$ cat config.mk
export PLATFORM = sky130hd
export DESIGN_NAME = pwr_irq_hub
export DESIGN_NICKNAME = d
export VERILOG_FILES = /design/src/rtl/pwr_irq_pkg.sv /design/src/rtl/pwr_irq_deglitch.sv /design/src/rtl/pwr_irq_regs.sv /design/src/rtl/pwr_irq_events.sv /design/src/rtl/pwr_irq_gate.sv /design/src/rtl/pwr_irq_hub.sv
export SDC_FILE = /design/constraint.sdc
export NUM_CORES = 1
export LEC_CHECK = 0
export BUFFER_PORTS_ARGS = -buffer_cell sky130_fd_sc_hd__buf_2
export CORE_UTILIZATION = 44
export CTS_BUF_LIST = sky130_fd_sc_hd__clkbuf_2 sky130_fd_sc_hd__clkbuf_4 sky130_fd_sc_hd__clkbuf_8
export DETAILED_ROUTE_END_ITERATION = 10
export PLACE_DENSITY = 0.75
export SLEW_MARGIN = 20
export SYNTH_ARGS = -nofsm -noshare
export SYNTH_HDL_FRONTEND = slang
export SYNTH_SLANG_ARGS = --single-unit
export TNS_END_PERCENT = 5
$ cat constraint.sdc
create_clock -name clk -period 2 [get_ports clk]
set_input_delay 0.1 -clock clk [delete_from_list [all_inputs] [get_ports clk]]
set_output_delay 0.1 -clock clk [all_outputs]
set_load 0.02 [all_outputs]
$ cat src/rtl/pwr_irq_pkg.sv
// Shared constants for the power-port interrupt aggregator.
// Assumes an eight-bit register port with byte addresses.
package pwr_irq_pkg;
    localparam int unsigned DATA_W   = 8;
    localparam int unsigned ADDR_W   = 8;
    localparam logic [ADDR_W-1:0] ADDR_EVENTS = 8'h00;
    localparam logic [ADDR_W-1:0] ADDR_MASK   = 8'h01;
    localparam logic [ADDR_W-1:0] ADDR_CMD    = 8'h1A;
    localparam int unsigned CLR_BIT_HI = 7;
    localparam int unsigned CLR_BIT_LO = 6;
    localparam logic [2:0]  BUS_ADDR_PREFIX = 3'b010;
endpackage

$ cat src/rtl/pwr_irq_deglitch.sv
// Two-flop synchroniser followed by a low-pulse filter for one active-low
// asynchronous input. low_seen rises only after HOLD_CYCLES consecutive low
// synchronised samples, and it falls on the first high sample.
// Assumes HOLD_CYCLES >= 1.
module pwr_irq_deglitch #(
    parameter int unsigned HOLD_CYCLES = 125
) (
    input  logic clk,
    input  logic rst_n,
    input  logic pin_n,
    output logic low_seen
);
    localparam int unsigned CNT_W = $clog2(HOLD_CYCLES + 1);
    localparam logic [CNT_W-1:0] CNT_LAST = CNT_W'(HOLD_CYCLES - 1);

    logic             sync_a;
    logic             sync_b;
    logic [CNT_W-1:0] low_cnt;

    // Bring the asynchronous pin into the clock domain.
    always_ff @(posedge clk) begin
        if (!rst_n) begin
            sync_a <= 1'b1;
            sync_b <= 1'b1;
        end else begin
            sync_a <= pin_n;
            sync_b <= sync_a;
        end
    end

    // Count consecutive low samples; pass low only once the count completes.
    always_ff @(posedge clk) begin
        if (!rst_n) begin
            low_cnt  <= '0;
            low_seen <= 1'b0;
        end else if (sync_b) begin
            low_cnt  <= '0;
            low_seen <= 1'b0;
        end else if (low_cnt == CNT_LAST) begin
            low_seen <= 1'b1;
        end else begin
            low_cnt <= low_cnt + 1'b1;
        end
    end


    filt_release_chk: assert property (@(posedge clk) disable iff (!rst_n)
        sync_b |=> !low_seen);

    filt_rise_chk: assert property (@(posedge clk) disable iff (!rst_n)
        $rose(low_seen) |-> !$past(sync_b));
endmodule

$ cat src/rtl/pwr_irq_regs.sv
// Host register port: mask register, command decode and read mux.
// Command bits are not stored; the per-port bits become a registered
// one-cycle pulse, and the clear bits a same-cycle strobe.
// Assumes EVT_W <= DATA_W and NUM_PORTS <= CLR_BIT_LO.
module pwr_irq_regs
    import pwr_irq_pkg::*;
#(
    parameter int unsigned NUM_PORTS = 4,
    parameter int unsigned EVT_W     = 8
) (
    input  logic                 clk,
    input  logic                 rst_n,
    input  logic                 wr_en,
    input  logic [ADDR_W-1:0]    addr,
    input  logic [DATA_W-1:0]    wdata,
    input  logic [EVT_W-1:0]     evt_q,
    output logic [EVT_W-1:0]     mask_q,
    output logic                 clr_evt,
    output logic [NUM_PORTS-1:0] port_cmd_q,
    output logic [DATA_W-1:0]    rdata
);
    logic mask_we;
    logic cmd_we;

    // Decode writes by address.
    always_comb begin
        mask_we = wr_en && (addr == ADDR_MASK);
        cmd_we  = wr_en && (addr == ADDR_CMD);
        clr_evt = cmd_we && (wdata[CLR_BIT_HI] || wdata[CLR_BIT_LO]);
    end

    // Mask register, all events enabled at power-up.
    always_ff @(posedge clk) begin
        if (!rst_n) begin
            mask_q <= '1;
        end else if (mask_we) begin
            mask_q <= wdata[EVT_W-1:0];
        end
    end

    // Per-port command bits become a one-cycle pulse.
    always_ff @(posedge clk) begin
        if (!rst_n) begin
            port_cmd_q <= '0;
        end else if (cmd_we) begin
            port_cmd_q <= wdata[NUM_PORTS-1:0];
        end else begin
            port_cmd_q <= '0;
        end
    end

    // Read mux; the command register always reads as zero.
    always_comb begin
        rdata = '0;
        if (addr == ADDR_EVENTS) begin
            rdata[EVT_W-1:0] = evt_q;
        end else if (addr == ADDR_MASK) begin
            rdata[EVT_W-1:0] = mask_q;
        end
    end


    mask_stable_chk: assert property (@(posedge clk) disable iff (!rst_n)
        !(wr_en && addr == ADDR_MASK) |=> $stable(mask_q));

    port_cmd_src_chk: assert property (@(posedge clk) disable iff (!rst_n)
        (port_cmd_q != '0) |-> ($past(wr_en) && $past(addr) == ADDR_CMD));
endmodule

$ cat src/rtl/pwr_irq_events.sv
// Sticky event latch and mask combine. A clear resets all bits, but an
// event arriving in the same cycle is still latched (the event wins).
// Assumes event inputs are synchronous to clk.
module pwr_irq_events #(
    parameter int unsigned EVT_W = 8
) (
    input  logic             clk,
    input  logic             rst_n,
    input  logic [EVT_W-1:0] evt_in,
    input  logic             clr_evt,
    input  logic [EVT_W-1:0] mask_q,
    output logic [EVT_W-1:0] evt_q,
    output logic             irq_req
);
    // Latch events; a clear keeps only this cycle's new events.
    always_ff @(posedge clk) begin
        if (!rst_n) begin
            evt_q <= '0;
        end else if (clr_evt) begin
            evt_q <= evt_in;
        end else begin
            evt_q <= evt_q | evt_in;
        end
    end

    // Any enabled latched event requests an interrupt.
    always_comb begin
        irq_req = |(evt_q & mask_q);
    end


    evt_sticky_chk: assert property (@(posedge clk) disable iff (!rst_n)
        !clr_evt |=> ((evt_q & $past(evt_q)) == $past(evt_q)));

    evt_clear_chk: assert property (@(posedge clk) disable iff (!rst_n)
        clr_evt |=> (evt_q == $past(evt_in)));
endmodule

$ cat src/rtl/pwr_irq_gate.sv
// Transaction gate for the interrupt output: the registered request is
// reloaded only while no bus transaction is open, otherwise it holds.
// Assumes bus_active is synchronous to clk.
module pwr_irq_gate (
    input  logic clk,
    input  logic rst_n,
    input  logic bus_active,
    input  logic irq_req,
    output logic irq_pull
);
    // Update the open-drain drive only between transactions.
    always_ff @(posedge clk) begin
        if (!rst_n) begin
            irq_pull <= 1'b0;
        end else if (!bus_active) begin
            irq_pull <= irq_req;
        end
    end


    irq_hold_chk: assert property (@(posedge clk) disable iff (!rst_n)
        bus_active |=> $stable(irq_pull));

    irq_rise_chk: assert property (@(posedge clk) disable iff (!rst_n)
        $rose(irq_pull) |-> ($past(irq_req) && !$past(bus_active)));
endmodule

$ cat src/rtl/pwr_irq_hub.sv
// Top level of the power-port interrupt aggregator. Filters the board
// reset and per-port shutdown inputs, latches and masks events, and gates
// the open-drain interrupt drive on bus idle. The core reset is the system
// reset combined with the filtered board reset.
// Assumes CLK_PERIOD_PS divides GLITCH_PS and that NUM_PORTS + NUM_INT <= 8.
module pwr_irq_hub
    import pwr_irq_pkg::*;
#(
    parameter int unsigned NUM_PORTS     = 4,
    parameter int unsigned NUM_INT       = 4,
    parameter int unsigned STRAP_W       = 4,
    parameter int unsigned CLK_PERIOD_PS = 8000,
    parameter int unsigned GLITCH_PS     = 1000000
) (
    input  logic                   clk,
    input  logic                   rst_n,
    input  logic                   ext_rst_n,
    input  logic [NUM_PORTS-1:0]   shdn_n,
    input  logic [STRAP_W-1:0]     strap,
    input  logic [NUM_PORTS-1:0]   port_evt,
    input  logic [NUM_INT-1:0]     int_evt,
    input  logic                   bus_active,
    input  logic                   wr_en,
    input  logic [ADDR_W-1:0]      addr,
    input  logic [DATA_W-1:0]      wdata,
    output logic [DATA_W-1:0]      rdata,
    output logic [STRAP_W+2:0]     dev_addr,
    output logic                   irq_pull,
    output logic [NUM_PORTS-1:0]   port_off
);
    localparam int unsigned FILT_CYCLES = GLITCH_PS / CLK_PERIOD_PS;
    localparam int unsigned EVT_W       = NUM_PORTS + NUM_INT;

    logic                 ext_rst_low;
    logic                 core_rst_n;
    logic [NUM_PORTS-1:0] shdn_low;
    logic [EVT_W-1:0]     evt_q;
    logic [EVT_W-1:0]     mask_q;
    logic                 clr_evt;
    logic                 irq_req;
    logic [NUM_PORTS-1:0] port_cmd_q;

    // Board reset filter runs on the system reset only.
    pwr_irq_deglitch #(.HOLD_CYCLES(FILT_CYCLES)) i_rst_filt (
        .clk      (clk),
        .rst_n    (rst_n),
        .pin_n    (ext_rst_n),
        .low_seen (ext_rst_low)
    );

    // One shutdown filter per port.
    for (genvar p = 0; p < NUM_PORTS; p++) begin : g_shdn
        pwr_irq_deglitch #(.HOLD_CYCLES(FILT_CYCLES)) i_shdn_filt (
            .clk      (clk),
            .rst_n    (rst_n),
            .pin_n    (shdn_n[p]),
            .low_seen (shdn_low[p])
        );
    end

    // Core reset: system reset or a filtered board reset.
    always_comb begin
        core_rst_n = rst_n && !ext_rst_low;
    end

    pwr_irq_regs #(.NUM_PORTS(NUM_PORTS), .EVT_W(EVT_W)) i_regs (
        .clk        (clk),
        .rst_n      (core_rst_n),
        .wr_en      (wr_en),
        .addr       (addr),
        .wdata      (wdata),
        .evt_q      (evt_q),
        .mask_q     (mask_q),
        .clr_evt    (clr_evt),
        .port_cmd_q (port_cmd_q),
        .rdata      (rdata)
    );

    pwr_irq_events #(.EVT_W(EVT_W)) i_events (
        .clk     (clk),
        .rst_n   (core_rst_n),
        .evt_in  ({int_evt, port_evt}),
        .clr_evt (clr_evt),
        .mask_q  (mask_q),
        .evt_q   (evt_q),
        .irq_req (irq_req)
    );

    pwr_irq_gate i_gate (
        .clk        (clk),
        .rst_n      (core_rst_n),
        .bus_active (bus_active),
        .irq_req    (irq_req),
        .irq_pull   (irq_pull)
    );

    // Port turn-off: reset, held shutdown, or command pulse.
    always_comb begin
        port_off = port_cmd_q | shdn_low | {NUM_PORTS{!core_rst_n}};
    end

    // Bus address: fixed prefix followed by the straps.
    always_comb begin
        dev_addr = {BUS_ADDR_PREFIX, strap};
    end
endmodule

Word-level counts from Yosys, hierarchy flattened

Index checks and enable logic that the tools add are counted.

$lt $le $gt $ge: 0
Div/mod/pow operators: 0
Add/sub/neg operators: 5
Equality and inequality tests: 7
Multiplexer cells: 3
Multipliers: 0
Shift operators: 0
Bitwise gates (word level): 5
Reductions and logical operators: 15

Operator list:

| kind                  | number |
|---|---|
| $add A7 B1 Y7 const B | 5 |
| $eq A7 B7 Y1 const B  | 5 |
| $mux W8               | 3 |
| $reduce_or A2 Y1      | 5 |
| $and A8 B8 Y8         | 1 |
| $eq A8 B1 Y1 const B  | 1 |
| $eq A8 B5 Y1 const B  | 1 |
| $logic_not A8 Y1      | 1 |
| $or A4 B4 Y4          | 2 |
| $or A8 B8 Y8          | 1 |
| $reduce_or A8 Y1      | 1 |
| $logic_and A1 B1 Y1   | 4 |
| $logic_not A1 Y1      | 2 |
| $reduce_and A2 Y1     | 1 |
| $logic_or A1 B1 Y1    | 1 |
| $not A1 Y1            | 1 |

Bits in writable memories: 0
Memories: 0
Logic and storage cells: 59
Bits in registers: 71
Output and inout port bits: 20
Bits in latches: 0
Memory bits (read-only): 0

Logic depth before layout (Yosys ltp)

Depth after elaboration: 4
Mapped depth: 5
Mapped depth without buffers: 5

Cells and area by module

A second synthesis with hierarchy kept.

Cell total of the unflattened synthesis: 358
Area total of the unflattened synthesis: 3338.2 µm²

Modules (own cells, without submodules):

| module           | instances | cells an instance | area an instance (µm²) |
|---|---|---|---|
| pwr_irq_deglitch | 5         | 47                | 447.9 |
| pwr_irq_regs     | 1         | 76                | 641.9 |
| pwr_irq_events   | 1         | 30                | 311.5 |
| pwr_irq_hub      | 1         | 14                | 108.9 |
| pwr_irq_gate     | 1         | 3                 | 36.3 |

Worst setup path before layout

No wires, ideal clock.

Path type: input-to-output
Start point: in addr[2]
End point: out rdata[0]
Setup slack: 607 ps
Data arrival time: 1293 ps
Stages on the path: 3
Buffers on the path: 0
Cell sequence: nor4_2 > nand2_1 > nor2_1

Cells in the longest elaborated chain, start to end: 3
Elaborated cells between the ends (all ways): 4
Classes of those cells: eq/ne (1); mux (2); reduce/logical (1)

RTL lines:

| what            | RTL line           | RTL |
|---|---|---|
| start, declared | pwr_irq_hub.sv:24  | `input logic [ADDR_W-1:0] addr,` |
| $eq A8 B1 Y1    | pwr_irq_regs.sv:57 | `end else if (addr == ADDR_MASK) begin` |
| $mux W8         | pwr_irq_regs.sv:57 |  |
| $mux W8 *       | pwr_irq_regs.sv:55 | `if (addr == ADDR_EVENTS) begin` |
| end, declared   | pwr_irq_hub.sv:26  | `output logic [DATA_W-1:0] rdata,` |

Every way passes the cells marked *; elsewhere a longest branch is shown, timed or not.

Worst setup path after layout

Start point: reg i_rst_filt.low_seen
End point: out port_off[1]

Cells in the longest elaborated chain, start to end: 4

RTL lines:

| what                   | RTL line               | RTL |
|---|---|---|
| start, declared        | pwr_irq_deglitch.sv:11 | `output logic low_seen` |
| start signal, assigned | pwr_irq_deglitch.sv:35 | `low_seen <= 1'b0;` |
| start signal, assigned | pwr_irq_deglitch.sv:38 | `low_seen <= 1'b0;` |
| start signal, assigned | pwr_irq_deglitch.sv:40 | `low_seen <= 1'b1;` |
| $logic_not A1 Y1       | pwr_irq_hub.sv:63      | `core_rst_n = rst_n && !ext_rst_low;` |
| $logic_and A1 B1 Y1    | pwr_irq_hub.sv:63      |  |
| $logic_not A1 Y1       | --                     |  |
| $or A4 B4 Y4           | pwr_irq_hub.sv:99      | `port_off = port_cmd_q \| shdn_low \| {NUM_PORTS{!core_rst_n}};` |
| end, declared          | pwr_irq_hub.sv:29      | `output logic [NUM_PORTS-1:0] port_off` |

No other way between the ends.

==> metrics.cfg <==
[clocking]
cts_made_buffers = 9
clock_path_buffers = 2
clkLatencyLatePin_ns = 0.33
postCtsSetupRepairBufs = 0
clock-sinks = 71
cts_tree = built
cts.htree.levels = 3
path_clk_slew_ns = 0.07
root_buffer = clkbuf_8

[synthesis]
synthCells = 373
synth_flop_cell = dfxtp_1
ys_types = 41
ys_seq_area_share_pct = 43.79
async_reset_ff_share_pct = 0
syn-mean-instance-area_sq_um = 8.701
ys_warn_count = 0
synthesis.area_sq_mm = 0.003246
synth-seq-cells = 71
synth_top_area_share_pct = 43.79
ys_top_cells_by_area = dfxtp_1 44%, a21oi_1 6.5%, o21ai_0 4.2%
synth_enable_flop_cells = 0
synth_area_leader_cell = dfxtp_1

[critical_path]
setup.worst_path.class = reg -> out
r2r_cells = 5
cp-startpoint = i_rst_filt.low_seen
timing.rr.end = g_shdn[0].i_shdn_filt.low_cnt[5]
arrival_ns = 1.45
worstPathMaxFanout = 5
rr_startpoint = g_shdn[0].i_shdn_filt.low_cnt[0]
endpoint_kind = output pin
crit_cells = 3
required_ns = 1.90
max_stage_delay_ns = 0.38
reg2reg_slack_ns = 0.65
start_kind = flop
crit_chain = nand2b_1 -> or3_1 -> buf_2
worstPathBufferInverterCount = 1
endpoint = port_off[1]
crit_path_top_delay_cell = or3_1
cp_top_family = simple AND/OR/NAND/NOR gates

[floorplanning]
rows = 30
dieArea_sq_mm = 0.007724
initial_utilization_pct = 46.74
fp.coreArea_sq_mm = 0.006944
pin_count = 57
die_w_microns = 87.89
die_y_microns = 87.89

[global_routing]
antenna_found_initial = 0
grt_max_degree = 18
first_global_vias = 2606
grt_remaining_overflow = 0
grt_pass1_wl_microns = 11110
grt_usage_pct = 18.39

[route]
top_layer = met4
routed-wl-met2_microns = 3201
vias_per_cell = 5.303
num_vias = 2768
avgRoutedWirePerCell_microns = 12.56
final_antenna_net_count = 0
totalWireLength_microns = 6557
drtIter0Drc = 127
drcViolationCount = 0
drtPass1Iterations = 4
wirelength_met1_microns = 2986
dr_wl_met3_microns = 308

[timing]
finalMaxSlewViolations = 0
setup_violations = 0
holdWs_ns = 0.04124
maxSlewHeadroom_pct = 61.83
post-route-period-util_pct = 77.39
finalHoldViolCount = 0
period_needed_ns = 1.548
fmax_mhz = 646.1
worst_pin_slew_ns = 0.5704
clock_skew_ns = 0.009135
tns_ns = 0
grt_setup_unrepaired = false

[power]
pwr-share-comb_pct = 6.0
p_sw_share_pct = 20.31
p_int_mw = 2.373
clkPwrFrac_pct = 45.2
pwr-share-seq_pct = 48.8
p_leak_nw = 1.437
peakVddDrop_mv = 0.4873
netSwitchingPower_uw = 604.9
powerDensity_mw_per_mm2 = 776.3

[final_layout]
area_growth_pct = 18.20
final_cell_mix = 71 x dfxtp_1, 45 x buf_2, 42 x a21oi_1
finalNetCount = 468
drive_gt1_share_pct = 16.20
antennaDiodeCount = 0
layout_commonest_cell = dfxtp_1
fillCellCount = 623

[placement]
place.gp.congestion = 0.8096
dp_hpwl_microns = 4737
io_buffers = 45

[worst_hold_path]
min_from = port_evt[3]
hold_class = in -> reg

[outcome]
status = completed

[run]
maxCapViolCount = 0

==> timing repair <==
item                      4_1_cts  5_1_grt
hold endpoints to repair        9        0
hold buffers                    9        0
resized for setup               0        0
==> power by group through the flow <==
stage               Clock, mW  Sequential, mW  Combinational [mW]
floorplan                   0            1.48               0.113
global placement            0            1.49               0.161
detailed placement          0            1.49               0.165
CTS                      1.38            1.45               0.179
global route             1.45            1.46               0.197
finish                   1.35            1.45               0.179
==> per-stage QoR <==
step	power [mW]	utilization [%]	std cells	instance area (sq um)	setup slack (ns)
6_report	2.978	55.24	522	3836	0.4522
5_1_grt	3.104	55.24	522	3836	0.3788
4_1_cts	3.013	55.24	522	3836	0.4139
3_5_place_dp	1.651	50.40	497	3500	0.6439
3_3_place_gp	1.646	50.40	497	3500	0.6649
2_1_floorplan	1.597	-	374	3249	0.6070
==> sequential cells by signal (all words and copies together), names as in the netlist <==
signal,cells
i_gate.irq_pull,1
i_regs.mask_q,8
g_shdn.i_shdn_filt.sync_a,4
g_shdn.i_shdn_filt.low_seen,4
i_events.evt_q,8
i_rst_filt.sync_a,1
i_regs.port_cmd_q,4
i_rst_filt.sync_b,1
g_shdn.i_shdn_filt.low_cnt,28
i_rst_filt.low_cnt,7
g_shdn.i_shdn_filt.sync_b,4
i_rst_filt.low_seen,1
==> worst min-delay path by stage <==
stage                                               to  slack (ns)  cells past startpoint
after floorplan           g_shdn[0].i_shdn_filt.sync_a        0.20                      1
after global placement                     dev_addr[2]        0.20                      0
after CTS                            i_events.evt_q[3]        0.02                      3
final                                i_events.evt_q[3]        0.04                      3
after global routing                 i_events.evt_q[7]        0.03                      3
after detailed placement                   dev_addr[2]        0.20                      0
==> layout make-up <==
class                      instances  area (sq um)  area share, %
inverter                          16         60.06          1.566
multi-input combinational        265          1643          42.82
tap                               96         120.1          3.131
sequential                        71          1421          37.05
clock inverter                     2         60.06          1.566
clock buffer                      14         186.4          4.860
timing repair buffer              58         345.3          9.002
==> kinds of logic after synthesis <==
logic type,synth area share (%)
buffers and inverters,5.706
other,0.2314
DFF,43.79
AOI/OAI and AO/OA,14.69
adders and majority gates,3.855
xor gates and xnor gates,4.048
muxes,2.467
and+or+nand+nor,25.21
==> Yosys cell counts, drive strengths merged, types with 6 or more instances <==
cell type   n
a21oi      42
a31oi       9
and2       10
buf        12
clkbuf     10
dfxtp      71
ha         10
inv        16
mux2i       8
nand2      17
nand2b     16
nand3      22
nand4       6
nor2       22
nor3       12
nor4       13
o21ai      27
xor2       10
==> worst register-to-register path, cell delays in order (launching register included) <==
cell,delay [ns]
dfxtp_1,0.40
inv_1,0.09
ha_1,0.22
and2_1,0.22
nor4_1,0.24
nor3b_1,0.07
==> routing by layer <==
layer	vias up	global-route usage, %
met5	-	0
met4	0	7.452
met3	6	5.278
met2	66	30.66
met1	1280	22.30
li1	1416	-
No activity file was read; power rests on OpenSTA's default activity.
